`src/rtl/i2ct_pkg.sv`:
```
package i2ct_pkg;

    typedef enum logic [3:0] {
        ST_IDLE,
        ST_ADDR,
        ST_ADDR_ACK,
        ST_CMD,
        ST_CMD_ACK,
        ST_WDATA,
        ST_STORE,
        ST_WDATA_ACK,
        ST_LOAD,
        ST_RDATA,
        ST_RACK,
        ST_SKIP
    } i2ct_state_e;

    // strap code -> 7-bit target address (00:0x20 01:0x21 10:0x28 11:0x29)
    function automatic logic [6:0] strap_to_addr(input logic [1:0] code);
        return {3'b010, code[1], 2'b00, code[0]};
    endfunction

endpackage

```
`src/rtl/i2ct_sync.sv`:
```
module i2ct_sync #(
    parameter int STAGES = 2
) (
    input  logic clk,
    input  logic rst_n,
    input  logic d,
    output logic q
);
    logic [STAGES-1:0] pipe;

    // idle bus level is high, so the chain resets to ones
    always_ff @(posedge clk or negedge rst_n) begin
        if (!rst_n) pipe <= '1;
        else        pipe <= {pipe[STAGES-2:0], d};
    end

    assign q = pipe[STAGES-1];
endmodule

```
`src/rtl/i2ct_cond.sv`:
```
module i2ct_cond (
    input  logic clk,
    input  logic rst_n,
    input  logic scl_s,
    input  logic sda_s,
    output logic scl_rise,
    output logic scl_fall,
    output logic start_det,
    output logic stop_det
);
    logic scl_prev, sda_prev;

    always_ff @(posedge clk or negedge rst_n) begin
        if (!rst_n) begin
            scl_prev <= 1'b1;
            sda_prev <= 1'b1;
        end else begin
            scl_prev <= scl_s;
            sda_prev <= sda_s;
        end
    end

    assign scl_rise  = ~scl_prev & scl_s;
    assign scl_fall  = scl_prev & ~scl_s;
    assign start_det = scl_prev & scl_s & sda_prev & ~sda_s;
    assign stop_det  = scl_prev & scl_s & ~sda_prev & sda_s;
endmodule

```
`src/rtl/i2ct_strap.sv`:
```
module i2ct_strap
    import i2ct_pkg::*;
(
    input  logic       clk,
    input  logic       rst_n,
    input  logic [1:0] strap_code,
    output logic [6:0] own_addr
);
    logic taken;

    always_ff @(posedge clk or negedge rst_n) begin
        if (!rst_n) begin
            taken    <= 1'b0;
            own_addr <= strap_to_addr(2'b00);
        end else if (!taken) begin
            taken    <= 1'b1;
            own_addr <= strap_to_addr(strap_code);
        end
    end

    AST_STRAP_HELD: assert property (@(posedge clk) disable iff (!rst_n)
        taken |=> $stable(own_addr));
endmodule

```
`src/rtl/i2c_regport_target.sv`:
```
module i2c_regport_target
    import i2ct_pkg::*;
#(
    parameter int                 SYNC_STAGES = 2,
    parameter int                 LAST_OFFSET = 21,
    parameter logic [LAST_OFFSET:0] RO_MAP    = 22'h00C003
) (
    input  logic       clk,
    input  logic       rst_n,
    input  logic       scl_i,
    input  logic       sda_i,
    input  logic [1:0] strap_code,
    output logic       sda_pull_o,
    output logic [7:0] reg_addr_o,
    output logic [7:0] reg_wdata_o,
    output logic       reg_we_o,
    output logic       reg_re_o,
    input  logic [7:0] reg_rdata_i
);
    localparam logic [7:0] LAST_PTR = 8'(LAST_OFFSET);
    localparam logic [3:0] BITS     = 4'd8;

    logic scl_s, sda_s, scl_rise, scl_fall, start_det, stop_det;
    logic [6:0] own_addr;

    i2ct_sync #(.STAGES(SYNC_STAGES)) u_sync_scl (.clk(clk), .rst_n(rst_n), .d(scl_i), .q(scl_s));
    i2ct_sync #(.STAGES(SYNC_STAGES)) u_sync_sda (.clk(clk), .rst_n(rst_n), .d(sda_i), .q(sda_s));

    i2ct_cond u_cond (
        .clk(clk), .rst_n(rst_n), .scl_s(scl_s), .sda_s(sda_s),
        .scl_rise(scl_rise), .scl_fall(scl_fall),
        .start_det(start_det), .stop_det(stop_det)
    );

    i2ct_strap u_strap (.clk(clk), .rst_n(rst_n), .strap_code(strap_code), .own_addr(own_addr));

    i2ct_state_e state, nxt;
    logic [7:0]  shreg, tx, ptr;
    logic [3:0]  bitcnt;
    logic        rw_q, mack_q;
    logic        bit_full, in_range, ro_hit;

    assign bit_full = (bitcnt == BITS);
    assign in_range = (ptr <= LAST_PTR);

    always_comb begin
        ro_hit = 1'b0;
        for (int i = 0; i <= LAST_OFFSET; i++) begin
            if (RO_MAP[i] && ptr == 8'(i)) ro_hit = 1'b1;
        end
    end

    // state register
    always_ff @(posedge clk or negedge rst_n) begin
        if (!rst_n) state <= ST_IDLE;
        else        state <= nxt;
    end

    // transitions
    always_comb begin
        nxt = state;
        if (stop_det)       nxt = ST_IDLE;
        else if (start_det) nxt = ST_ADDR;
        else begin
            unique case (state)
                ST_IDLE, ST_SKIP: nxt = state;
                ST_ADDR:      if (scl_fall && bit_full)
                                  nxt = (shreg[7:1] == own_addr) ? ST_ADDR_ACK : ST_SKIP;
                ST_ADDR_ACK:  if (scl_fall) nxt = rw_q ? ST_LOAD : ST_CMD;
                ST_CMD:       if (scl_fall && bit_full) nxt = ST_CMD_ACK;
                ST_CMD_ACK:   if (scl_fall) nxt = ST_WDATA;
                ST_WDATA:     if (scl_fall && bit_full) nxt = ST_STORE;
                ST_STORE:     nxt = ST_WDATA_ACK;
                ST_WDATA_ACK: if (scl_fall) nxt = ST_WDATA;
                ST_LOAD:      nxt = ST_RDATA;
                ST_RDATA:     if (scl_fall && bit_full) nxt = ST_RACK;
                ST_RACK:      if (scl_fall) nxt = mack_q ? ST_LOAD : ST_SKIP;
                default:      nxt = ST_IDLE;
            endcase
        end
    end

    // shift registers, bit counter, pointer
    always_ff @(posedge clk or negedge rst_n) begin
        if (!rst_n) begin
            shreg  <= '0;
            tx     <= '0;
            ptr    <= '0;
            bitcnt <= '0;
            rw_q   <= 1'b0;
            mack_q <= 1'b0;
        end else if (start_det) begin
            bitcnt <= '0;
        end else begin
            unique case (state)
                ST_ADDR, ST_CMD, ST_WDATA: begin
                    if (scl_rise) begin
                        shreg  <= {shreg[6:0], sda_s};
                        bitcnt <= bitcnt + 4'd1;
                    end
                    if (scl_fall && bit_full) begin
                        if (state == ST_ADDR) rw_q <= shreg[0];
                        if (state == ST_CMD)  ptr  <= shreg;
                    end
                end
                ST_ADDR_ACK, ST_CMD_ACK: if (scl_fall) bitcnt <= '0;
                ST_WDATA_ACK: if (scl_fall) begin
                    bitcnt <= '0;
                    ptr    <= ptr + 8'd1;
                end
                ST_LOAD: begin
                    tx     <= in_range ? reg_rdata_i : 8'h00;
                    bitcnt <= '0;
                end
                ST_RDATA: begin
                    if (scl_rise) bitcnt <= bitcnt + 4'd1;
                    if (scl_fall) begin
                        if (bit_full) ptr <= ptr + 8'd1;
                        else          tx  <= {tx[6:0], 1'b0};
                    end
                end
                ST_RACK: if (scl_rise) mack_q <= ~sda_s;
                ST_IDLE, ST_STORE, ST_SKIP: ;
                default: ;
            endcase
        end
    end

    // outputs
    always_comb begin
        sda_pull_o  = 1'b0;
        reg_we_o    = 1'b0;
        reg_re_o    = 1'b0;
        reg_addr_o  = ptr;
        reg_wdata_o = shreg;
        unique case (state)
            ST_ADDR_ACK, ST_CMD_ACK, ST_WDATA_ACK: sda_pull_o = 1'b1;
            ST_RDATA: sda_pull_o = ~tx[7];
            ST_STORE: reg_we_o   = in_range && !ro_hit;
            ST_LOAD:  reg_re_o   = in_range;
            default: ;
        endcase
    end

    AST_WE_SINGLE: assert property (@(posedge clk) disable iff (!rst_n)
        reg_we_o |=> !reg_we_o);
    AST_RE_SINGLE: assert property (@(posedge clk) disable iff (!rst_n)
        reg_re_o |=> !reg_re_o);
    AST_STROBE_EXCL: assert property (@(posedge clk) disable iff (!rst_n)
        !(reg_we_o && reg_re_o));
    AST_WE_DEFINED: assert property (@(posedge clk) disable iff (!rst_n)
        reg_we_o |-> (reg_addr_o <= LAST_PTR));
    AST_RE_DEFINED: assert property (@(posedge clk) disable iff (!rst_n)
        reg_re_o |-> (reg_addr_o <= LAST_PTR));
    AST_SDA_HOLD_SCL_HIGH: assert property (@(posedge clk) disable iff (!rst_n)
        ($past(scl_s) && $past(scl_s, 2) && !$past(start_det) && !$past(stop_det))
        |-> $stable(sda_pull_o));
endmodule

```
`config.mk`:
```
export PLATFORM = sky130hd
export DESIGN_NAME = i2c_regport_target
export DESIGN_NICKNAME = d
export VERILOG_FILES = /design/src/rtl/i2ct_pkg.sv /design/src/rtl/i2ct_sync.sv /design/src/rtl/i2ct_cond.sv /design/src/rtl/i2ct_strap.sv /design/src/rtl/i2c_regport_target.sv
export SDC_FILE = /design/constraint.sdc
export NUM_CORES = 1
export LEC_CHECK = 0
export BUFFER_PORTS_ARGS = -buffer_cell sky130_fd_sc_hd__buf_2
export CAP_MARGIN = 10
export CORE_AREA = 3 3 106 108
export CTS_BUF_LIST = sky130_fd_sc_hd__clkbuf_4 sky130_fd_sc_hd__clkbuf_8 sky130_fd_sc_hd__clkbuf_16
export CTS_CLUSTER_DIAMETER = 150
export DETAILED_ROUTE_END_ITERATION = 10
export DIE_AREA = 0 0 109 111
export PLACE_DENSITY_LB_ADDON = 0.05
export SYNTH_ARGS = -nofsm -noshare
export SYNTH_HDL_FRONTEND = slang
export SYNTH_SLANG_ARGS = --single-unit
```
`constraint.sdc`:
```
create_clock -name clk -period 3.6 [get_ports clk]
set_input_delay 0.36 -clock clk [delete_from_list [all_inputs] [get_ports clk]]
set_output_delay 0.36 -clock clk [all_outputs]
set_load 0.05 [all_outputs]
```
==> impl_metrics.tcl, run 1 <==
set metrics [dict create \
    utilization_pct 28.6 \
    critPathKind "flop to output pin" \
    cp.required_ns 3.24 \
    drc 0 \
    postPlaceCellArea_mm2 0.00284 \
    clkTransAtPathRegs_ns 0.09 \
    drtIter0Drc 115 \
    period_share_pct 73.4 \
    seq_area_mm2 0.00108 \
    layout-drive-gt1-share_pct 28.4 \
    fmax_mhz 378 \
    seq_area_frac_synth_pct 42.3 \
    area_growth_pct 15.1 \
    ir_drop_v 0.000133 \
    clock_skew_ns 0.00381 \
    final_net_count 308 \
    cts_setup_buffers 0 \
    worstSetupStartpointType "flop" \
    instances_no_fill 425 \
    critPathMaxFanout 8 \
    fin_area_mm2 0.00295 \
    post_drt_via_cell_ratio 4.81 \
    ys.flop_type "dfrtp_1" \
    die_h_um 111 \
    hold_viol_final 0 \
    ant_nets 0 \
    setup_viol 0 \
    clock_path_buffers 2 \
    cts_root_buffer "clkbuf_8" \
    vias 2046 \
    p_leak_nw 1.23 \
    critPathMaxStageDelay_ns 0.44 \
    synth_top_area_share_pct 36.1 \
    die-area_mm2 0.0121 \
    pwr_density_cell_mw_per_mm2 346 \
    grt_pass1_vias 2084 \
    critical_path_arrival_ns 2.28 \
    port_buffers 32 \
    syn_area_mm2 0.00256 \
    hold_ws_ns 0.0931 \
    postCtsHoldBufs 0 \
    synth_seq_cells 43 \
    cpMaxStageDelayCell "dfrtp_1" \
    mostFrequentLayoutCell "dfrtp_1" \
    p_comb_share_pct 9.6 \
    wl_per_cell_um 16.0 \
    synth_warnings 0 \
    synth_edf_count 0 \
    fin_setup_tns_ns 0 \
    htree_levels 2 \
    cts_tree "yes" \
    syn-num-nets 279 \
    num_rows 37 \
    worst_pin_slew_ns 0.725 \
    cts_sinks 43 \
    antenna_found_initial 0 \
    layout_common_cells "dfrtp_1 (37), buf_2 (32), nand2_1 (25)" \
    grt_pass1_wl_um 11600 \
    rsz0062_at_grt "no" \
    drv_slew 0 \
    cap_viol_max_count 0 \
    internal_power_uw 754 \
    synth_largest_area_cell "dfrtp_1" \
    end_kind "output pin" \
    grt_overflow_total 0 \
    crit_buf_inv 2 \
    finalCriticalPeriod_ns 2.64 \
    min_path_type "input pin to asynchronous set/reset pin" \
    power_mw 1.02 \
    cts-resized-gates 0 \
    relSlewSlack_pct 51.3 \
    routed_wl_um 6790 \
    grt_max_degree 29 \
    cts-buffers-inserted 5 \
    core-area_mm2 0.0103 \
    pre_cts_slack_ns 1.10 \
    synth.area.top_cells "dfrtp_1 (36%), dfstp_2 (6.1%), mux2_2 (5.3%)" \
    avgSynthCellArea_um2 9.90 \
    clkPwrFrac_pct 39.0 \
    crit_family "simple AND/OR/NAND/NOR gates" \
    post-dp-hpwl_um 4840 \
    placed_cells_incl_taps 417 \
    dr.pass1.iters 4 \
    grt_usage_pct 12.0 \
    synthArstFlopShare_pct 100 \
    gp_congestion 0.703 \
    layout_setup_ws_ns 0.958 \
    ys_types 62 \
    netlist_instances 259 \
    clk_latency_ns 0.29 \
    start_util_pct 24.8 \
    io_pins 33 \
    p_sw_uw 266 \
    dieWidth_um 109 \
    antennaDiodeCount 0 \
    status "complete, no violations" \
    fillers 1106 \
    p_seq_share_pct 51.4 \
    switching_share_pct 26.1 \
    cp_cell_sequence "inv_1 > ha_1 > nor3b_1 > o21ai_1 > nand2_1 > nor4_1 > buf_2" \
    multi_input_area_mm2 0.00138 \
]
==> Yosys cell counts (all sizes together), types with 7 or more instances <==
| cell | instances |
|---|---|
| nor2 | 10 |
| a21oi | 24 |
| o21ai | 21 |
| a31oi | 7 |
| nand2 | 26 |
| dfrtp | 37 |
| mux2 | 13 |
| nand3 | 10 |
| buf | 13 |
| and4 | 8 |
==> per-layer routing <==
layer  global-route usage, %  part of all wire (%)  wire, um  vias to the layer above
met5                       0                     0         0                        -
met4                    2.53                  0.59        40                        0
met3                    2.50                   3.9       264                        2
met2                    17.9                    45      3040                       42
met1                    17.7                    51      3450                      983
li1                        -                     -         -                     1019
==> path summary, 6_finish.rpt <==
kind                                         start            endpoint  cells past startpoint  slack, ns
worst max-delay path                 reg_addr_o[0]            reg_we_o                      7       0.96
worst min-delay path                         rst_n           bitcnt[3]                      1       0.09
worst max register to register            state[2]       reg_addr_o[0]                      6       1.07
worst min register to register  u_sync_sda.pipe[0]  u_sync_sda.pipe[1]                      0       0.36
max in group asynchronous                    rst_n                rw_q                      2       2.80
min in group clk                             sda_i  u_sync_sda.pipe[0]                      1       0.16
==> layout make-up <==
class                   count  area share [%]
flip-flops and latches     43            36.7
inverters                   6           0.763
clock buffers               6            2.59
repair buffers             35            6.19
well taps                 136            5.77
clock inverters             2            1.27
multi-input cells         197            46.7
==> registers in the layout, indices dropped and copies added, names as in the netlist <==
| name | count |
|---|---|
| u_sync_scl.pipe | 2 |
| tx | 8 |
| bitcnt | 4 |
| u_strap.own_addr | 2 |
| u_cond.sda_prev | 1 |
| state | 4 |
| rw_q | 1 |
| reg_wdata_o | 8 |
| u_strap.taken | 1 |
| reg_addr_o | 8 |
| mack_q | 1 |
| u_sync_sda.pipe | 2 |
| u_cond.scl_prev | 1 |
==> logic make-up (layout without fill, tap and decap cells) <==
logic type	Yosys count	in the layout	share of synthesized area, %
and+or+nand+nor	96	96	22.6
AOI/OAI and AO/OA	73	73	19.3
DFF	43	43	42.3
buffers and inverters	19	49	4.00
muxes	15	15	6.64
adders and majority gates	6	6	2.93
xor gates and xnor gates	6	6	2.05
other	1	1	0.146
==> power by group through the flow <==
stage	Combinational (mW)	Sequential, mW	Clock (mW)
global route	0.109	0.529	0.438
global placement	0.101	0.534	0
finish	0.0979	0.524	0.398
CTS	0.100	0.526	0.418
detailed placement	0.100	0.535	0
floorplan	0.0497	0.543	0
(Power assumes the default switching activity.)
==> inputs of run 2 (changes only) <==
Settings changed: ABC_AREA set to 1, CORE_AREA 3 3 106 108 to 3 3 104 106, DIE_AREA 0 0 109 111 to 0 0 107 109.
Clock period 3.6 ns to 2.7 ns, I/O delays scaled along.
==> impl_metrics.tcl, run 2 <==
set metrics [dict create \
    layout_common_cells "nand2_1 (120), dfrtp_1 (37), inv_1 (33)" \
    gp_congestion 0.771 \
    synth.most_common_cell "nand2_1" \
    worst_pin_slew_ns 0.594 \
    synth_commonest_cells "nand2_1 (120), dfrtp_1 (37), inv_1 (33), nand3_1 (31)" \
    postCtsHoldBufs 0 \
    worstSetupStartpointType "flop" \
    syn-num-nets 361 \
    switching_share_pct 49.2 \
    critPathMaxStageDelay_ns 0.47 \
    p_leak_nw 1.48 \
    vias 2218 \
    rsz0062_at_grt "no" \
    placed_cells_incl_taps 505 \
    p_seq_share_pct 34.1 \
    drv_slew 0 \
    port_buffers 32 \
    cts_setup_buffers 0 \
    drc 0 \
    critPathKind "flop to output pin" \
    min_path_type "input pin to asynchronous set/reset pin" \
    synth_largest_area_cell "dfrtp_1" \
    cpMaxStageDelayCell "dfrtp_1" \
    crit_buf_inv 2 \
    cap_viol_max_count 0 \
    fin_setup_tns_ns 0 \
    synth_top_area_share_pct 37.2 \
    critical_path_arrival_ns 2.16 \
    die_h_um 109 \
    num_rows 36 \
    ys_types 33 \
    postPlaceCellArea_mm2 0.00281 \
    synth_seq_cells 43 \
    ir_drop_v 0.000316 \
    grt_pass1_wl_um 11000 \
    dieWidth_um 107 \
    r2r_start "u_sync_scl.pipe[1]" \
    cp_common_cell "o21ai_0" \
    area_growth_pct 17.8 \
    status "complete, no violations" \
    ant_nets 0 \
    routed_wl_um 6490 \
    crit_path_start "reg_addr_o[0]" \
    die-area_mm2 0.0117 \
    ys.flop_type "dfrtp_1" \
    finalCriticalPeriod_ns 2.43 \
    pwr_density_cell_mw_per_mm2 1010 \
    cts_root_buffer "clkbuf_8" \
    critPathMaxFanout 10 \
    synth_edf_count 0 \
    drtIter0Drc 104 \
    clkTransAtPathRegs_ns 0.10 \
    cts-buffers-inserted 5 \
    clk_latency_ns 0.30 \
    antennaDiodeCount 0 \
    cp.required_ns 2.43 \
    mostFrequentLayoutCell "nand2_1" \
    seq_area_frac_synth_pct 43.6 \
    io_pins 33 \
    htree_levels 2 \
    avgSynthCellArea_um2 7.29 \
    period_share_pct 90.0 \
    cts_sinks 43 \
    relSlewSlack_pct 60.4 \
    fmax_mhz 412 \
    setup_viol 0 \
    cts-resized-gates 0 \
    core-area_mm2 0.00986 \
    clock_skew_ns 0.00869 \
    p_comb_share_pct 47.7 \
    clkPwrFrac_pct 18.1 \
    grt_max_degree 44 \
    post-dp-hpwl_um 4790 \
    final_net_count 399 \
    grt_usage_pct 11.8 \
    grt_overflow_total 0 \
    end_kind "output pin" \
    fin_area_mm2 0.00293 \
    instances_no_fill 513 \
    synth_warnings 0 \
    wl_per_cell_um 12.7 \
    cts_tree "yes" \
    synthArstFlopShare_pct 100 \
    grt_pass1_vias 2100 \
    clock_path_buffers 2 \
    hold_ws_ns 0.0365 \
    layout-drive-gt1-share_pct 17.1 \
    internal_power_mw 1.50 \
    hold_viol_final 0 \
    start_util_pct 25.2 \
    post_drt_via_cell_ratio 4.32 \
    utilization_pct 29.7 \
    antenna_found_initial 0 \
    syn_area_mm2 0.00249 \
    dr.pass1.iters 4 \
    crit_family "simple AND/OR/NAND/NOR gates" \
    p_sw_mw 1.45 \
    netlist_instances 341 \
    synth.area.top_cells "dfrtp_1 (37%), nand2_1 (18%), dfstp_2 (6.3%)" \
    cp_cell_sequence "inv_1 > ha_1 > o21ai_0 > o21ai_0 > nand2_1 > nor4_2 > buf_2" \
]
## run 2: kinds of logic after synthesis
logic type	Yosys count	synth area share, %
compound gates	52	12.0
xor+xnor	3	1.06
fa+ha+maj	6	3.02
other cells	1	0.151
mux	1	0.453
buf+inv	40	6.44
flops	43	43.6
simple gates	195	33.3
## run 2: final timing paths
path	cells after the start	endpoint	slack [ns]
min in group clk	1	u_sync_scl.pipe[0]	0.06
setup / recovery	7	reg_we_o	0.27
hold / removal	2	reg_addr_o[4]	0.04
setup reg to reg	9	reg_addr_o[4]	0.84
max in group asynchronous	2	tx[3]	2.25
hold reg to reg	0	u_sync_scl.pipe[1]	0.36
## run 2: final cells by class
| class | count | area (um2) |
|---|---|---|
| multi-input cells | 258 | 1250 |
| fillers | 1094 | 6940 |
| repair buffers | 34 | 175 |
| clock buffers | 5 | 68.8 |
| clock inverters | 3 | 46.3 |
| inverters | 37 | 139 |
| well taps | 133 | 166 |
| flip-flops and latches | 43 | 1080 |
## run 2: metrics by stage
stage                     power [mW]  setup slack [ns]
after floorplan                 2.07             0.151
after global placement          2.46             0.585
after detailed placement        2.45             0.559
after CTS                       3.01             0.211
after global routing            3.24            0.0318
final                           2.95             0.271
## run 2: power by group through the flow
stage,Combinational [mW],Clock [mW],Sequential [mW]
floorplan,0.834,0,1.23
global placement,1.44,0,1.02
detailed placement,1.43,0,1.02
CTS,1.43,0.562,1.01
global route,1.61,0.585,1.04
finish,1.41,0.535,1.01
## run 2: per-layer routing
layer,up-vias,share of wire [%],GRT usage (%)
li1,1166,-,-
met1,1005,52,17.3
met2,45,44,18.1
met3,2,3.6,1.95
met4,0,0.65,3.01
met5,-,0,0
